$ cat src/rtl/eth_loop_pkg.sv
`timescale 1ns/1ps
package eth_loop_pkg;
  localparam int NIB_W = 4;

  typedef enum logic [1:0] {
    LM_NORMAL = 2'd0,
    LM_NEAR   = 2'd1,
    LM_FAR    = 2'd2
  } loop_mode_e;

  // One cycle of captured traffic plus the path it was captured under
  typedef struct packed {
    logic [NIB_W-1:0] txd;
    logic             txen;
    logic [NIB_W-1:0] rxd;
    logic             rxdv;
    loop_mode_e       mode;
  } lane_t;

  typedef struct packed {
    logic [NIB_W-1:0] line_txd;
    logic             line_tx_on;
    logic [NIB_W-1:0] mac_rxd;
    logic             mac_rxdv;
    logic             mac_crs;
  } outs_t;
endpackage

$ cat src/rtl/eth_loop_cfg.sv
`timescale 1ns/1ps
module eth_loop_cfg
  import eth_loop_pkg::*;
#(
  parameter int ADDR_W    = 5,
  parameter int DATA_W    = 16,
  parameter int NEAR_ADDR = 0,
  parameter int FAR_ADDR  = 17,
  parameter int NEAR_BIT  = 14,
  parameter int CTEST_BIT = 7,
  parameter int FAR_BIT   = 9,
  parameter int OVR_BIT   = 3
) (
  input  logic              clk,
  input  logic              rst_n,
  input  logic              we,
  input  logic [ADDR_W-1:0] addr,
  input  logic [DATA_W-1:0] wdata,
  input  logic              strap_rmii,
  input  logic              busy,
  output loop_mode_e        mode_o,
  output logic              ctest_o
);
  localparam logic [ADDR_W-1:0] A_NEAR = ADDR_W'(NEAR_ADDR);
  localparam logic [ADDR_W-1:0] A_FAR  = ADDR_W'(FAR_ADDR);

  logic req_near_q, req_ctest_q, req_far_q, req_ovr_q;
  logic req_near_n, req_ctest_n, req_far_n, req_ovr_n;
  loop_mode_e mode_q, mode_n, pick;
  logic ctest_q, ctest_n;
  logic wr_near, wr_far;

  assign wr_near = we && (addr == A_NEAR);
  assign wr_far  = we && (addr == A_FAR);

  always_comb begin
    req_near_n  = req_near_q;
    req_ctest_n = req_ctest_q;
    req_far_n   = req_far_q;
    req_ovr_n   = req_ovr_q;
    if (wr_near) begin
      req_near_n  = wdata[NEAR_BIT];
      req_ctest_n = wdata[CTEST_BIT];
    end
    if (wr_far) begin
      req_far_n = wdata[FAR_BIT];
      req_ovr_n = wdata[OVR_BIT];
    end
  end

  // Near loop wins; far loop needs an RMII interface (strap or override)
  always_comb begin
    if (req_near_q)                                  pick = LM_NEAR;
    else if (req_far_q && (strap_rmii || req_ovr_q)) pick = LM_FAR;
    else                                             pick = LM_NORMAL;
  end

  always_comb begin
    mode_n  = mode_q;
    ctest_n = ctest_q;
    if (!busy) begin
      mode_n  = pick;
      ctest_n = req_ctest_q;
    end
  end

  always_ff @(posedge clk or negedge rst_n) begin
    if (!rst_n) begin
      req_near_q  <= 1'b0;
      req_ctest_q <= 1'b0;
      req_far_q   <= 1'b0;
      req_ovr_q   <= 1'b0;
      mode_q      <= LM_NORMAL;
      ctest_q     <= 1'b0;
    end else begin
      req_near_q  <= req_near_n;
      req_ctest_q <= req_ctest_n;
      req_far_q   <= req_far_n;
      req_ovr_q   <= req_ovr_n;
      mode_q      <= mode_n;
      ctest_q     <= ctest_n;
    end
  end

  assign mode_o  = mode_q;
  assign ctest_o = ctest_q;

  // the path only switches after an idle edge
  assert_mode_boundary_R11: assert property (@(posedge clk) disable iff (!rst_n)
    !$stable(mode_q) |-> $past(!busy));
  assert_ctest_boundary_R11: assert property (@(posedge clk) disable iff (!rst_n)
    !$stable(ctest_q) |-> $past(!busy));
  // entering far loop requires RMII strap or override at that edge
  assert_far_rmii_R9: assert property (@(posedge clk) disable iff (!rst_n)
    (!$stable(mode_q) && mode_q == LM_FAR) |-> $past(strap_rmii || req_ovr_q));
  // entering far loop never happens while near loop is requested
  assert_near_wins_R10: assert property (@(posedge clk) disable iff (!rst_n)
    (!$stable(mode_q) && mode_q == LM_FAR) |-> $past(!req_near_q));
endmodule

$ cat src/rtl/eth_loop_delay.sv
`timescale 1ns/1ps
module eth_loop_delay #(
  parameter int W     = 8,
  parameter int DEPTH = 1
) (
  input  logic         clk,
  input  logic         rst_n,
  input  logic [W-1:0] d,
  output logic [W-1:0] q
);
  generate
    if (DEPTH == 0) begin : g_bypass
      assign q = d;
    end else begin : g_regs
      logic [W-1:0] stg_q [DEPTH];
      always_ff @(posedge clk or negedge rst_n) begin
        if (!rst_n) begin
          for (int i = 0; i < DEPTH; i++) stg_q[i] <= '0;
        end else begin
          stg_q[0] <= d;
          for (int i = 1; i < DEPTH; i++) stg_q[i] <= stg_q[i-1];
        end
      end
      assign q = stg_q[DEPTH-1];
    end
  endgenerate
endmodule

$ cat src/rtl/eth_loop_sel.sv
`timescale 1ns/1ps
module eth_loop_sel
  import eth_loop_pkg::*;
(
  input  lane_t ln,
  output outs_t o
);
  always_comb begin
    o = '0;
    unique case (ln.mode)
      LM_NEAR: begin
        o.mac_rxd  = ln.txd;
        o.mac_rxdv = ln.txen;
        o.mac_crs  = ln.txen;
      end
      LM_FAR: begin
        o.line_txd   = ln.rxd;
        o.line_tx_on = ln.rxdv;
      end
      default: begin
        o.line_txd   = ln.txd;
        o.line_tx_on = ln.txen;
        o.mac_rxd    = ln.rxd;
        o.mac_rxdv   = ln.rxdv;
        o.mac_crs    = ln.rxdv | ln.txen;
      end
    endcase
  end
endmodule

$ cat src/rtl/eth_loop_ctrl.sv
`timescale 1ns/1ps
module eth_loop_ctrl
  import eth_loop_pkg::*;
#(
  parameter int ADDR_W = 5,
  parameter int DATA_W = 16,
  parameter int LAT    = 2
) (
  input  logic              clk,
  input  logic              rst_n,
  input  logic              cfg_we,
  input  logic [ADDR_W-1:0] cfg_addr,
  input  logic [DATA_W-1:0] cfg_wdata,
  input  logic              strap_rmii,
  input  logic [NIB_W-1:0]  mac_txd,
  input  logic              mac_txen,
  output logic [NIB_W-1:0]  mac_rxd,
  output logic              mac_rxdv,
  output logic              mac_crs,
  output logic              mac_col,
  output logic [NIB_W-1:0]  line_txd,
  output logic              line_tx_on,
  input  logic [NIB_W-1:0]  line_rxd,
  input  logic              line_rxdv
);
  localparam int PRE_DEPTH = (LAT > 1) ? LAT - 1 : 0;
  localparam int LANE_W    = $bits(lane_t);

  loop_mode_e mode;
  logic       ctest;
  lane_t      lane_in, lane_tail;
  outs_t      sel_out, outs_q;
  logic       col_q, col_n;

  eth_loop_cfg #(.ADDR_W(ADDR_W), .DATA_W(DATA_W)) u_cfg (
    .clk(clk), .rst_n(rst_n), .we(cfg_we), .addr(cfg_addr), .wdata(cfg_wdata),
    .strap_rmii(strap_rmii), .busy(mac_txen | line_rxdv),
    .mode_o(mode), .ctest_o(ctest)
  );

  always_comb begin
    lane_in.txd  = mac_txd;
    lane_in.txen = mac_txen;
    lane_in.rxd  = line_rxd;
    lane_in.rxdv = line_rxdv;
    lane_in.mode = mode;
  end

  eth_loop_delay #(.W(LANE_W), .DEPTH(PRE_DEPTH)) u_dly (
    .clk(clk), .rst_n(rst_n), .d(lane_in), .q(lane_tail)
  );

  eth_loop_sel u_sel (.ln(lane_tail), .o(sel_out));

  // Collision: one-cycle path, gated by the active loop
  always_comb begin
    unique case (mode)
      LM_FAR:  col_n = 1'b0;
      LM_NEAR: col_n = ctest & mac_txen;
      default: col_n = mac_txen & (line_rxdv | ctest);
    endcase
  end

  always_ff @(posedge clk or negedge rst_n) begin
    if (!rst_n) begin
      outs_q <= '0;
      col_q  <= 1'b0;
    end else begin
      outs_q <= sel_out;
      col_q  <= col_n;
    end
  end

  assign line_txd   = outs_q.line_txd;
  assign line_tx_on = outs_q.line_tx_on;
  assign mac_rxd    = outs_q.mac_rxd;
  assign mac_rxdv   = outs_q.mac_rxdv;
  assign mac_crs    = outs_q.mac_crs;
  assign mac_col    = col_q;

  // transmitter held off for traffic captured under near loop
  assert_near_txoff_R4: assert property (@(posedge clk) disable iff (!rst_n)
    lane_tail.mode == LM_NEAR |=> (!line_tx_on && line_txd == '0));
  // MAC side isolated for traffic captured under far loop
  assert_far_isolate_R8: assert property (@(posedge clk) disable iff (!rst_n)
    lane_tail.mode == LM_FAR |=> (!mac_rxdv && !mac_crs && mac_rxd == '0));
  assert_far_nocol_R8: assert property (@(posedge clk) disable iff (!rst_n)
    mode == LM_FAR |=> !mac_col);
  // no collision in near loop without collision test
  assert_near_nocol_R5: assert property (@(posedge clk) disable iff (!rst_n)
    (mode == LM_NEAR && !ctest) |=> !mac_col);
  // collision test follows transmit enable one cycle later
  assert_ctest_follow_R6: assert property (@(posedge clk) disable iff (!rst_n)
    (mode != LM_FAR && ctest) |=> (mac_col == $past(mac_txen)));
endmodule

$ cat config.mk
export PLATFORM = sky130hd
export DESIGN_NAME = eth_loop_ctrl
export DESIGN_NICKNAME = d
export VERILOG_FILES = /design/src/rtl/eth_loop_pkg.sv /design/src/rtl/eth_loop_cfg.sv /design/src/rtl/eth_loop_delay.sv /design/src/rtl/eth_loop_sel.sv /design/src/rtl/eth_loop_ctrl.sv
export SDC_FILE = /design/constraint.sdc
export NUM_CORES = 1
export LEC_CHECK = 0
export ABC_AREA = 1
export CAP_MARGIN = 25
export CORE_MARGIN = 3
export CORE_UTILIZATION = 40
export CTS_CLUSTER_SIZE = 14
export DETAILED_ROUTE_END_ITERATION = 10
export DONT_BUFFER_PORTS = 1
export MAX_ROUTING_LAYER = met4
export SLEW_MARGIN = 0
export SYNTH_ARGS = -nofsm -noshare
export SYNTH_HDL_FRONTEND = slang
export SYNTH_SLANG_ARGS = --single-unit
export TNS_END_PERCENT = 30
$ cat constraint.sdc
create_clock -name clk -period 1.6 [get_ports clk]
set_input_delay 0.08 -clock clk [delete_from_list [all_inputs] [get_ports clk]]
set_output_delay 0.08 -clock clk [all_outputs]
set_load 0.02 [all_outputs]
# After elaboration in Yosys (flattened, before gate mapping)
# Cells that the tools add are included.
[word_totals]
memories = 0
inputBits = 35
register_bits = 31
latch_bits = 0
wordCells = 33
output_inout_bits = 12
mem_bits_ro = 0
ram_bits = 0
[classes]
div = 0
add_sub_neg = 0
shifts = 0
n_eq_ne = 5
n_reduce_logical = 5
mux = 5
n_lt_le_gt_ge = 0
n_bitwise = 5
n_mul = 0
[op_table]
columns = ["cell", "n"]
rows = [
  ["case mux 6 bit (2 select lines)", 1],
  ["case mux 5 bit (2 select lines)", 1],
  ["== test 5 bit (second input constant)", 1],
  ["logical NOT 5 bit", 1],
  ["== test 2 x 1 -> 1 bit (second input constant)", 2],
  ["== test 2 bit (second input constant)", 2],
  ["2-to-1 mux 2 bit", 2],
  ["logical AND 1 bit", 3],
  ["bitwise OR 1 bit", 3],
  ["AND 1 bit", 2],
  ["case mux 1 bit (2 select lines)", 1],
  ["logical OR 1 bit", 1],
]

# Logic depth before layout (Yosys ltp)
# Gate-level depths: netlist of run 1.
[logic_depth]
ltp_word = 4
mapped_depth = 6
mapped_depth_nobuf = 5

# Hierarchy
# From an unflattened synthesis of run 1, not the netlist that was laid out.
[unflattened]
cells_unflattened = 114
hier_area_um2 = 1164.9
[by_module_without_submodules]
columns = ["module", "instances", "area_each_um2", "cells_per_inst", "seq_area_each_um2"]
rows = [
  ["eth_loop_ctrl", 1, 341.6, 21, 300.3],
  ["eth_loop_cfg", 1, 336.6, 43, 175.2],
  ["eth_loop_delay", 1, 300.3, 12, 300.3],
  ["eth_loop_sel", 1, 186.4, 38, 0.0],
]

# Least setup slack after synthesis of run 1
# OpenSTA, ideal clock, no wires.
[synth_path]
path_kind = "register to register"
from = "register u_dly.g_regs.stg_q, in the netlist u_dly.q[0]"
to = "register outs_q, in the netlist mac_rxd[0]"
synth_period_minus_slack_ns = 1.146
path_buffers = 1
t_arrival_ns = 1.028
path_stages_with_launch = 7
setup_time_ns = 0.119
slack_ns = 0.454
required_time_ns = 1.481
path_cell_list = "dfrtp_1 > inv_1 > ha_1 > inv_2 > buf_6 > nand3_1 > o21ai_2"
[synth_lines]
columns = ["element", "line", "text"]
rows = [
  ["from (decl)", "eth_loop_delay.sv:15", "logic [W-1:0] stg_q [DEPTH];"],
  ["to (signal assigned)", "eth_loop_ctrl.sv:69", "outs_q <= sel_out;"],
  ["to (decl)", "eth_loop_ctrl.sv:32", "outs_t sel_out, outs_q;"],
]

==> results of run 1 <==
[logic make-up (layout without fill, tap and decap cells)]
family | count (synthesis) | after routing
AO/OA/AOI/OAI | 17 | 17
AND/OR/NAND/NOR | 37 | 37
flip-flops | 31 | 31
adder cells (fa/ha/maj) | 2 | 2
buffers and inverters | 15 | 45
[cells in the mapped netlist (all sizes together)]
master and n:
nand4 4, nand2 18, a21oi 2, buf 1, ha 2, nand3 8, o21ai 14, nor2 7
o211ai 1, inv 14, dfrtp 31
[metrics by stage]
step                      utilization, %  power [mW]  cells  setup WS (ns)  cell area [um^2]
after CTS                          58.60       2.010    163        0.01439              1518
after global placement             44.88       1.176    131         0.2012              1162
after detailed placement           44.88       1.184    131         0.1706              1162
after floorplan                        -       1.158    102         0.4535              1136
final                              58.50       1.994    162         0.2353              1515
after global routing               58.50       2.106    162        0.07106              1515
[how the worst max path moves through the flow]
stage	startpoint	end	slack, ns	cells past startpoint
2_1_floorplan	u_dly.q[0]$_DFF_PN0_	mac_rxd[0]$_DFF_PN0_	0.45	6
6_report	u_dly.q[0]$_DFF_PN0_	line_txd[2]$_DFF_PN0_	0.24	5
3_3_place_gp	u_dly.q[0]$_DFF_PN0_	line_txd[3]$_DFF_PN0_	0.20	5
5_1_grt	u_dly.q[0]$_DFF_PN0_	line_txd[2]$_DFF_PN0_	0.07	5
3_5_place_dp	u_dly.q[0]$_DFF_PN0_	line_txd[2]$_DFF_PN0_	0.17	5
4_1_cts	cfg_wdata[3]	u_cfg.req_ovr_q$_DFFE_PN0P_	0.01	5
[routing by layer]
| layer | GRT usage, % | vias up |
|---|---|---|
| li1 | - | 390 |
| met1 | 13.43 | 342 |
| met2 | 22.00 | 37 |
| met3 | 7.190 | 2 |
| met4 | 5.825 | 0 |
| met5 | - | - |
[cells in the final DEF, fill, tap and decap left out, types with 2 or more instances in the layout]
master,netlist,final
dlymetal6s4s_1,0,2
a21oi_1,2,2
ha_1,2,2
dlygate4sd3_1,0,20
clkbuf_4,0,5
nor2_1,5,5
bufinv_16,0,2
nand4_1,4,4
dfrtp_1,31,31
inv_1,13,13
o21ai_0,9,9
nand3_1,8,8
nand2_1,18,18
nor2_2,2,2
o21ai_2,4,4
[worst reg2reg max path: stages, from the launching register on]
cell	delay, ns
dfrtp_1	0.36
inv_1	0.04
ha_1	0.40
inv_4	0.18
nand2_1	0.13
o21ai_0	0.18
[final cells by class]
| type | count | share of cell area (%) |
|---|---|---|
| tap | 30 | 2.477 |
| clock inverter | 3 | 4.459 |
| inverter | 14 | 3.633 |
| timing repair buffer | 23 | 16.18 |
| sequential | 31 | 51.20 |
| multi-input combinational | 56 | 19.57 |
| clock buffer | 5 | 2.477 |
[timing repair]
action                                 in CTS  in global routing
endpoints found under the hold margin      49                  0
hold buffers                               24                  0
setup endpoints to repair                   0                  5
buffers inserted                            0                  0
resized for setup                           0                  3
[power by group]
part           internal (mW)  switching (mW)  total, mW
sequential             0.884           0.109      0.992
clock                  0.486           0.264      0.750
combinational          0.114           0.137      0.252
total                   1.48           0.510       1.99
[sequential cells by signal, indices dropped and copies added (netlist names), 2 cells and up]
name and cells:
line_txd 4, u_dly.q 12, u_cfg.mode_o 2, mac_rxd 4
==> results.sh, run 1 <==
export IMPL_synth_seq_area_share_pct=68.28
export IMPL_ys_warn_count=0
export IMPL_vias_per_cell=4.759
export IMPL_synth_simple_area_share_pct=14.43
export IMPL_htree_levels=2
export IMPL_grt_max_degree=32
export IMPL_synth_mux_area_fraction_pct=0
export IMPL_dp_hpwl_um=1237
export IMPL_maxUsedRoutingLayer="met4"
export IMPL_reg2reg_slack_ns=0.24
export IMPL_arrival_ns=1.61
export IMPL_drv_cap=0
export IMPL_initial_core_util_pct=43.86
export IMPL_die_w_um=59.30
export IMPL_netlist_area_leader_share_pct=68.28
export IMPL_pwr_density_cell_mw_per_mm2=1316
export IMPL_grt_use_total_pct=13.56
export IMPL_dr_pass1_iters=4
export IMPL_clockRootBuffer="clkbuf_4"
export IMPL_synth_nets=139
export IMPL_fin_crit_ns=1.365
export IMPL_ant_nets=0
export IMPL_skew_ns=0.008072
export IMPL_core_area_mm2=0.002590
export IMPL_cpPeakStageDelay_ns=0.40
export IMPL_r2r_worst_path_cells=5
export IMPL_final_hold_violation_count=0
export IMPL_grt_setup_unrepaired="false"
export IMPL_drive_above_1_share_pct=12.88
export IMPL_met2_length_um=959
export IMPL_synthDistinctLibCells=15
export IMPL_die_y_um=59.30
export IMPL_clk_pin_slew_worst_paths_ns=0.10
export IMPL_worstHoldStart="cfg_addr[1]"
export IMPL_nFillCells=232
export IMPL_critPathCaptureType="register"
export IMPL_ff_latch_area_um2=775.7
export IMPL_diodes=0
export IMPL_cpMaxStageDelayCell="ha_1"
export IMPL_r2r_end="line_txd[2]$_DFF_PN0_"
export IMPL_dr_wl_met3_um=160
export IMPL_synth_compound_area_share_pct=9.471
export IMPL_holdPathEnd="u_cfg.req_ctest_q$_DFFE_PN0P_"
export IMPL_clock_path_buffers=2
export IMPL_synth_area_mm2=0.001136
export IMPL_setup_viol=0
export IMPL_p_leak_nw=0.7222
export IMPL_antenna_found_initial=0
export IMPL_tightest_slew_ns=0.2533
export IMPL_dieArea_mm2=0.003516
export IMPL_min_path_cells=4
export IMPL_slew_headroom_pct=83.11
export IMPL_fin_setup_tns_ns=0
export IMPL_path_cells="inv_1 > ha_1 > inv_4 > nand2_1 > o21ai_0"
export IMPL_drc=0
export IMPL_synth_top_area_cell="dfrtp_1"
export IMPL_cts_buffers=5
export IMPL_grt_pass1_wl_um=3346
export IMPL_r2r_start="u_dly.q[0]$_DFF_PN0_"
export IMPL_yosys_register_bits=31
export IMPL_hold_path_class="input pin to register"
export IMPL_io_buffers=0
export IMPL_clk_latency_ns=0.33
export IMPL_cp_top_family="adder cells"
export IMPL_initialDrtViolationCount=12
export IMPL_yosys_area_share_xor_xnor_pct=0
export IMPL_drv_slew=0
export IMPL_ys_top_cells_by_area="dfrtp_1 68%, nand2_1 5.9%, inv_1 4.3%"
export IMPL_hold_slack_ns=0.03363
export IMPL_synth_adder_area_share_pct=2.203
export IMPL_rows=18
export IMPL_drt_wirelength_per_cell_um=11.43
export IMPL_syn_area_per_cell_um2=11.14
export IMPL_crit_required_ns=1.84
export IMPL_cts_sinks=31
export IMPL_cp_start_kind="register"
export IMPL_netlist_instances=102
export IMPL_path_class="register to register"
export IMPL_final_nets=168
export IMPL_area_growth_pct=33.37
export IMPL_finalCritPeriodShare_pct=85.29
export IMPL_synth_top_family_by_area="simple AND/OR/NAND/NOR gates"
export IMPL_place_gp_congestion=0.6967
export IMPL_fmax_mhz=732.8
export IMPL_wl_met1_um=716
export IMPL_grt_pass1_vias=807
export IMPL_grt_remaining_overflow=0
export IMPL_critPathBufInv=2
export IMPL_dr_total_vias=771
export IMPL_cts_tree="built"
export IMPL_multiInputGateArea_um2=296.5
export IMPL_peakVddDrop_v=0.001159
export IMPL_outcome="finished, final reports clean"
export IMPL_cp_max_fo=12
export IMPL_drt_wl_total_um=1852
export IMPL_pin_count=47
(Power assumes the default switching activity.)
==> run 2: changes to the inputs <==
--- a/config.mk
+++ b/config.mk
@@ -13,6 +13,7 @@
 export DETAILED_ROUTE_END_ITERATION = 10
 export DONT_BUFFER_PORTS = 1
 export MAX_ROUTING_LAYER = met4
+export PLACE_DENSITY_LB_ADDON = 0.1
 export SLEW_MARGIN = 0
 export SYNTH_ARGS = -nofsm -noshare
 export SYNTH_HDL_FRONTEND = slang
==> run 2 against run 1 <==
  * Flip-flop and latch count is the same
  * Utilization fell by 1.4 points
  * Die area stayed put
  * Via count rose by 2.5%
  * Cell count is 0.62% higher
  * Fmax up 1.4%
  * Final area fell by 2.4%
  * Critical path type unchanged
  * Critical endpoint is now line_txd[1]$_DFF_PN0_
==> results.sh, run 2 (same netlist as run 1, synthesis figures left out) <==
export IMPL_core_area_mm2=0.002590
export IMPL_fin_setup_tns_ns=0
export IMPL_cts_tree="built"
export IMPL_place_gp_congestion=0.7040
export IMPL_outcome="finished, final reports clean"
export IMPL_initialDrtViolationCount=17
export IMPL_htree_levels=2
export IMPL_diodes=0
export IMPL_dieArea_mm2=0.003516
export IMPL_final_nets=169
export IMPL_hold_path_class="input pin to register"
export IMPL_tightest_slew_ns=0.2281
export IMPL_clk_pin_slew_worst_paths_ns=0.09
export IMPL_path_class="register to register"
export IMPL_arrival_ns=1.59
export IMPL_fin_crit_ns=1.346
export IMPL_pin_count=47
export IMPL_critPathCaptureType="register"
export IMPL_grt_pass1_wl_um=3470
export IMPL_rows=18
export IMPL_final_common_cell="dfrtp_1"
export IMPL_final_hold_violation_count=0
export IMPL_drt_wl_total_um=1922
export IMPL_cpPeakStageDelay_ns=0.37
export IMPL_grt_use_total_pct=14.51
export IMPL_clock_path_buffers=2
export IMPL_initial_core_util_pct=43.86
export IMPL_clk_latency_ns=0.33
export IMPL_p_sw_share_pct=28.26
export IMPL_grt_pass1_vias=863
export IMPL_p_int_mw=1.254
export IMPL_ant_nets=0
export IMPL_dp_hpwl_um=1287
export IMPL_vias_per_cell=4.847
export IMPL_grt_setup_unrepaired="false"
export IMPL_place_inst=132
export IMPL_worstHoldStart="cfg_addr[4]"
export IMPL_slew_headroom_pct=84.77
export IMPL_drive_above_1_share_pct=12.78
export IMPL_drc=0
export IMPL_cpMaxStageDelayCell="ha_1"
export IMPL_post_cts_setup_buffers=0
export IMPL_finalNonFillerCells=163
export IMPL_cp_start_kind="register"
export IMPL_p_seq_share_pct=56.7
export IMPL_dr_total_vias=790
export IMPL_largest_reg_flops=12
export IMPL_setup_viol=0
export IMPL_dr_pass1_iters=2
export IMPL_finalCritPeriodShare_pct=84.10
export IMPL_cts_sinks=31
export IMPL_drv_slew=0
export IMPL_grt_max_degree=32
export IMPL_final_cell_mix="31 x dfrtp_1, 22 x dlygate4sd3_1, 18 x nand2_1, 13 x inv_1, 9 x o21ai_0"
export IMPL_r2r_start="u_dly.q[0]$_DFF_PN0_"
export IMPL_crit_start="u_dly.q[0]$_DFF_PN0_"
export IMPL_io_buffers=0
export IMPL_grt_remaining_overflow=0
export IMPL_path_cells="inv_1 > ha_1 > inv_2 > nand2_1 > o21ai_0"
export IMPL_crit_required_ns=1.85
export IMPL_die_y_um=59.30
export IMPL_pwr_density_cell_mw_per_mm2=1182
export IMPL_skew_ns=0.005408
export IMPL_die_w_um=59.30
export IMPL_combPwrFrac_pct=14.1
export IMPL_cp_max_fo=7
export IMPL_postCtsResizedCells=0
export IMPL_area_growth_pct=30.18
export IMPL_post_route_util_pct=57.10
export IMPL_antenna_found_initial=0
export IMPL_clockPowerShare_pct=29.2
export IMPL_drt_wirelength_per_cell_um=11.79
export IMPL_cts_buffers=5
export IMPL_peakVddDrop_v=0.0006362
export IMPL_fmax_mhz=743.2
export IMPL_drv_cap=0
export IMPL_p_leak_nw=0.7071
export IMPL_clockRootBuffer="clkbuf_4"
export IMPL_switching_power_mw=0.4940
-- run 2: final timing paths --
kind,slack [ns],end,cells past startpoint
max,0.25,line_txd[1]$_DFF_PN0_,5
min,0.01,u_cfg.req_near_q$_DFFE_PN0P_,4
max reg2reg,0.25,line_txd[1]$_DFF_PN0_,5
min reg2reg,0.41,u_dly.q[1]$_DFF_PN0_,0
max in group asynchronous,1.27,u_dly.q[3]$_DFF_PN0_,2
min in group asynchronous,0.18,u_cfg.mode_o[1]$_DFFE_PN0N_,2
-- run 2: final cells by class --
cell class                 instances  area [um^2]
inverter                          14        52.55
tap                               30        37.54
multi-input combinational         56        296.5
fill                             224         1111
sequential                        31        775.7
timing repair buffer              24        247.7
clock buffer                       8        68.82
-- run 2: per-layer routing --
metal / wire length [um] / share of wire [%] / GRT usage, %
met5: 0 / 0 / -
met4: 61 / 3.2 / 10.68
met3: 158 / 8.2 / 4.793
met2: 946 / 49 / 22.78
met1: 755 / 39 / 15.01
-- run 2: per-stage QoR --
step | instance area, um^2 | setup slack, ns | hold WS (ns) | total power, mW
floorplan | 1136 | 0.4535 | -0.2156 | 1.158
global placement | 1170 | 0.2995 | -0.2149 | 1.187
detailed placement | 1170 | 0.2804 | -0.2149 | 1.192
CTS | 1489 | 0.01012 | 0.003717 | 1.767
global route | 1479 | 0.1274 | 0.02478 | 1.853
finish | 1479 | 0.2544 | 0.01475 | 1.748
-- run 2: worst max-delay path, delay by kind of cell (launching register included) --
kind            cells  cell delay, ns
simple gates        1            0.13
fa+ha+maj           1            0.37
flops               1            0.36
buf+inv             2            0.21
compound gates      1            0.19
-- run 2: power by group through the flow --
stage          Sequential [mW]  Clock [mW]  Combinational, mW
5_1_grt                   1.01       0.559              0.289
3_3_place_gp              1.01           0              0.179
3_5_place_dp              1.01           0              0.183
4_1_cts                  0.992       0.525              0.250
6_report                 0.990       0.510              0.247
2_1_floorplan            0.999           0              0.159
-- run 2: repair_timing --
action,4_1_cts,5_1_grt
setup endpoints to repair,0,1
hold endpoints to repair,49,0
hold buffers,24,0
==> run 3: changes to the inputs <==
==> constraint.sdc (replaced) <==
create_clock -name clk -period 1.29 [get_ports clk]
set_input_delay 0.0645 -clock clk [delete_from_list [all_inputs] [get_ports clk]]
set_output_delay 0.0645 -clock clk [all_outputs]
set_load 0.02 [all_outputs]
==> run 3 against run 2 <==
  * Highest routed layer unchanged
  * Via count increased by 3.2%
  * Die area stayed put
  * Global-route usage decreased by 0.15 points
  * Critical path depth unchanged
  * Non-clock buffer count rose by 5
==> results.sh, run 3 (same netlist as run 1, synthesis figures left out) <==
export IMPL_clockRootBuffer="clkbuf_4"
export IMPL_die_w_um=59.30
export IMPL_skew_ns=0.01060
export IMPL_clk_pin_slew_worst_paths_ns=0.09
export IMPL_finalCritPeriodShare_pct=97.47
export IMPL_grt_busiest_layer="met2"
export IMPL_area_growth_pct=36.01
export IMPL_dr_total_vias=815
export IMPL_setup_viol=0
export IMPL_outcome="finished, final reports clean"
export IMPL_path_class="input pin to register"
export IMPL_drv_cap=0
export IMPL_clk_latency_ns=0.32
export IMPL_drt_wirelength_per_cell_um=11.82
export IMPL_cpMaxStageDelayCell="dlygate4sd3_1"
export IMPL_critPathCaptureType="register"
export IMPL_drc=0
export IMPL_htree_levels=2
export IMPL_final_hold_violation_count=0
export IMPL_min_path_cells=5
export IMPL_fin_setup_tns_ns=0
export IMPL_slew_headroom_pct=87.25
export IMPL_path_cells="dlygate4sd3_1 > nor2_2 > nand4_1 > dlygate4sd3_1 > nand2_1"
export IMPL_place_gp_congestion=0.7094
export IMPL_drive_above_1_share_pct=17.52
export IMPL_arrival_ns=1.53
export IMPL_vias_per_cell=4.880
export IMPL_r2r_worst_path_cells=6
export IMPL_clock_path_buffers=2
export IMPL_die_y_um=59.30
export IMPL_p_leak_nw=0.7312
export IMPL_core_area_mm2=0.002590
export IMPL_ant_nets=0
export IMPL_hold_slack_ns=0.04516
export IMPL_place_inst=134
export IMPL_dr_pass1_iters=4
export IMPL_initial_core_util_pct=43.86
export IMPL_finalNonFillerCells=167
export IMPL_post_route_cell_area_mm2=0.001545
export IMPL_tightest_slew_ns=0.1914
export IMPL_cpPeakStageDelay_ns=0.59
export IMPL_placed_area_mm2=0.001185
export IMPL_drv_slew=0
export IMPL_grt_use_total_pct=14.37
export IMPL_grt_setup_unrepaired="true"
export IMPL_fin_crit_ns=1.257
export IMPL_grt_pass1_vias=887
export IMPL_drt_wl_total_um=1974
export IMPL_grt_pass1_wl_um=3422
export IMPL_crit_required_ns=1.56
export IMPL_cts_tree="built"
export IMPL_pin_count=47
export IMPL_use_met3_pct=5.229
export IMPL_use_met1_pct=12.89
export IMPL_post_route_util_pct=59.66
export IMPL_grt_remaining_overflow=0
export IMPL_io_buffers=0
export IMPL_antenna_found_initial=0
export IMPL_peakVddDrop_v=0.001005
export IMPL_final_common_cell="dfrtp_1"
export IMPL_final_cell_mix="31 x dfrtp_1, 24 x dlygate4sd3_1, 17 x nand2_1, 13 x inv_1, 8 x nand3_1"
export IMPL_final_nets=174
export IMPL_cp_num_cells=5
export IMPL_dieArea_mm2=0.003516
export IMPL_cp_common_cell="dlygate4sd3_1"
export IMPL_diodes=0
export IMPL_critPathBufInv=2
export IMPL_initialDrtViolationCount=15
export IMPL_dp_hpwl_um=1286
export IMPL_cts_sinks=31
export IMPL_cp_max_fo=3
export IMPL_hold_path_class="input pin to register"
export IMPL_rows=18
export IMPL_cp_top_family="buffers and inverters"
export IMPL_largest_reg_flops=12
export IMPL_cts_buffers=5
export IMPL_use_met2_pct=24.34
export IMPL_cp_start_kind="input pin"
export IMPL_fmax_mhz=795.3
export IMPL_pwr_density_cell_mw_per_mm2=1377
export IMPL_grt_max_degree=32
==> run 3: cell count changes in the layout (fill, tap and decap cells not counted), sizes merged <==
cell | before | now
buf | 2 | 4
clkbuf | 8 | 6
clkinv | 0 | 1
dlygate4sd3 | 22 | 24
dlymetal6s4s | 0 | 1
==> run 3: worst paths after layout <==
kind	slack, ns	from	endpoint
worst max-delay path	0.03	cfg_addr[1]	u_cfg.req_near_q$_DFFE_PN0P_
worst min-delay path	0.05	cfg_addr[4]	u_cfg.req_ovr_q$_DFFE_PN0P_
worst max register to register	0.13	u_dly.q[0]$_DFF_PN0_	mac_rxd[0]$_DFF_PN0_
worst min register to register	0.40	u_cfg.mode_o[1]$_DFFE_PN0N_	u_dly.q[1]$_DFF_PN0_
max in group asynchronous	0.95	rst_n	u_cfg.req_ovr_q$_DFFE_PN0P_
min in group asynchronous	0.18	rst_n	u_cfg.req_near_q$_DFFE_PN0P_
==> run 3: timing repair <==
item	4_1_cts	5_1_grt
hold buffers	25	1
resized for setup	0	11
buffers inserted	0	0
setup endpoints to repair	0	12
endpoints found under the hold margin	49	3
==> run 3: layout make-up <==
cell class / count / area, um^2
clock buffers: 6 / 51.30
clock inverters: 1 / 5.005
fillers: 229 / 1045
inverters: 14 / 52.55
multi-input cells: 56 / 324.1
flip-flops and latches: 31 / 775.7
well taps: 30 / 37.54
repair buffers: 29 / 299.0
==> run 3: routing by layer <==
layer,vias to the layer above,part of all wire [%]
li1,398,-
met1,378,37
met2,32,52
met3,7,8.1
met4,0,2.9
met5,-,0
==> run 3: stage by stage <==
step	worst slack [ns]	power, mW
2_1_floorplan	0.1435	1.436
3_3_place_gp	0.1127	1.492
3_5_place_dp	0.08469	1.500
4_1_cts	0.02469	2.134
5_1_grt	-0.01189	2.259
6_report	0.03258	2.127
==> run 3: worst reg2reg max path, stage by stage (launching register included) <==
cell and delay (ns):
dfrtp_1 0.39, inv_1 0.10, ha_4 0.21, inv_2 0.11, buf_6 0.14, nand3_1 0.08
o21ai_2 0.07
==> run 3: power by group <==
group | leakage, nW | internal [mW] | switching, mW
logic | 0.314 | 0.171 | 0.179
clock network | 0.0341 | 0.252 | 0.294
registers | 0.383 | 1.10 | 0.135
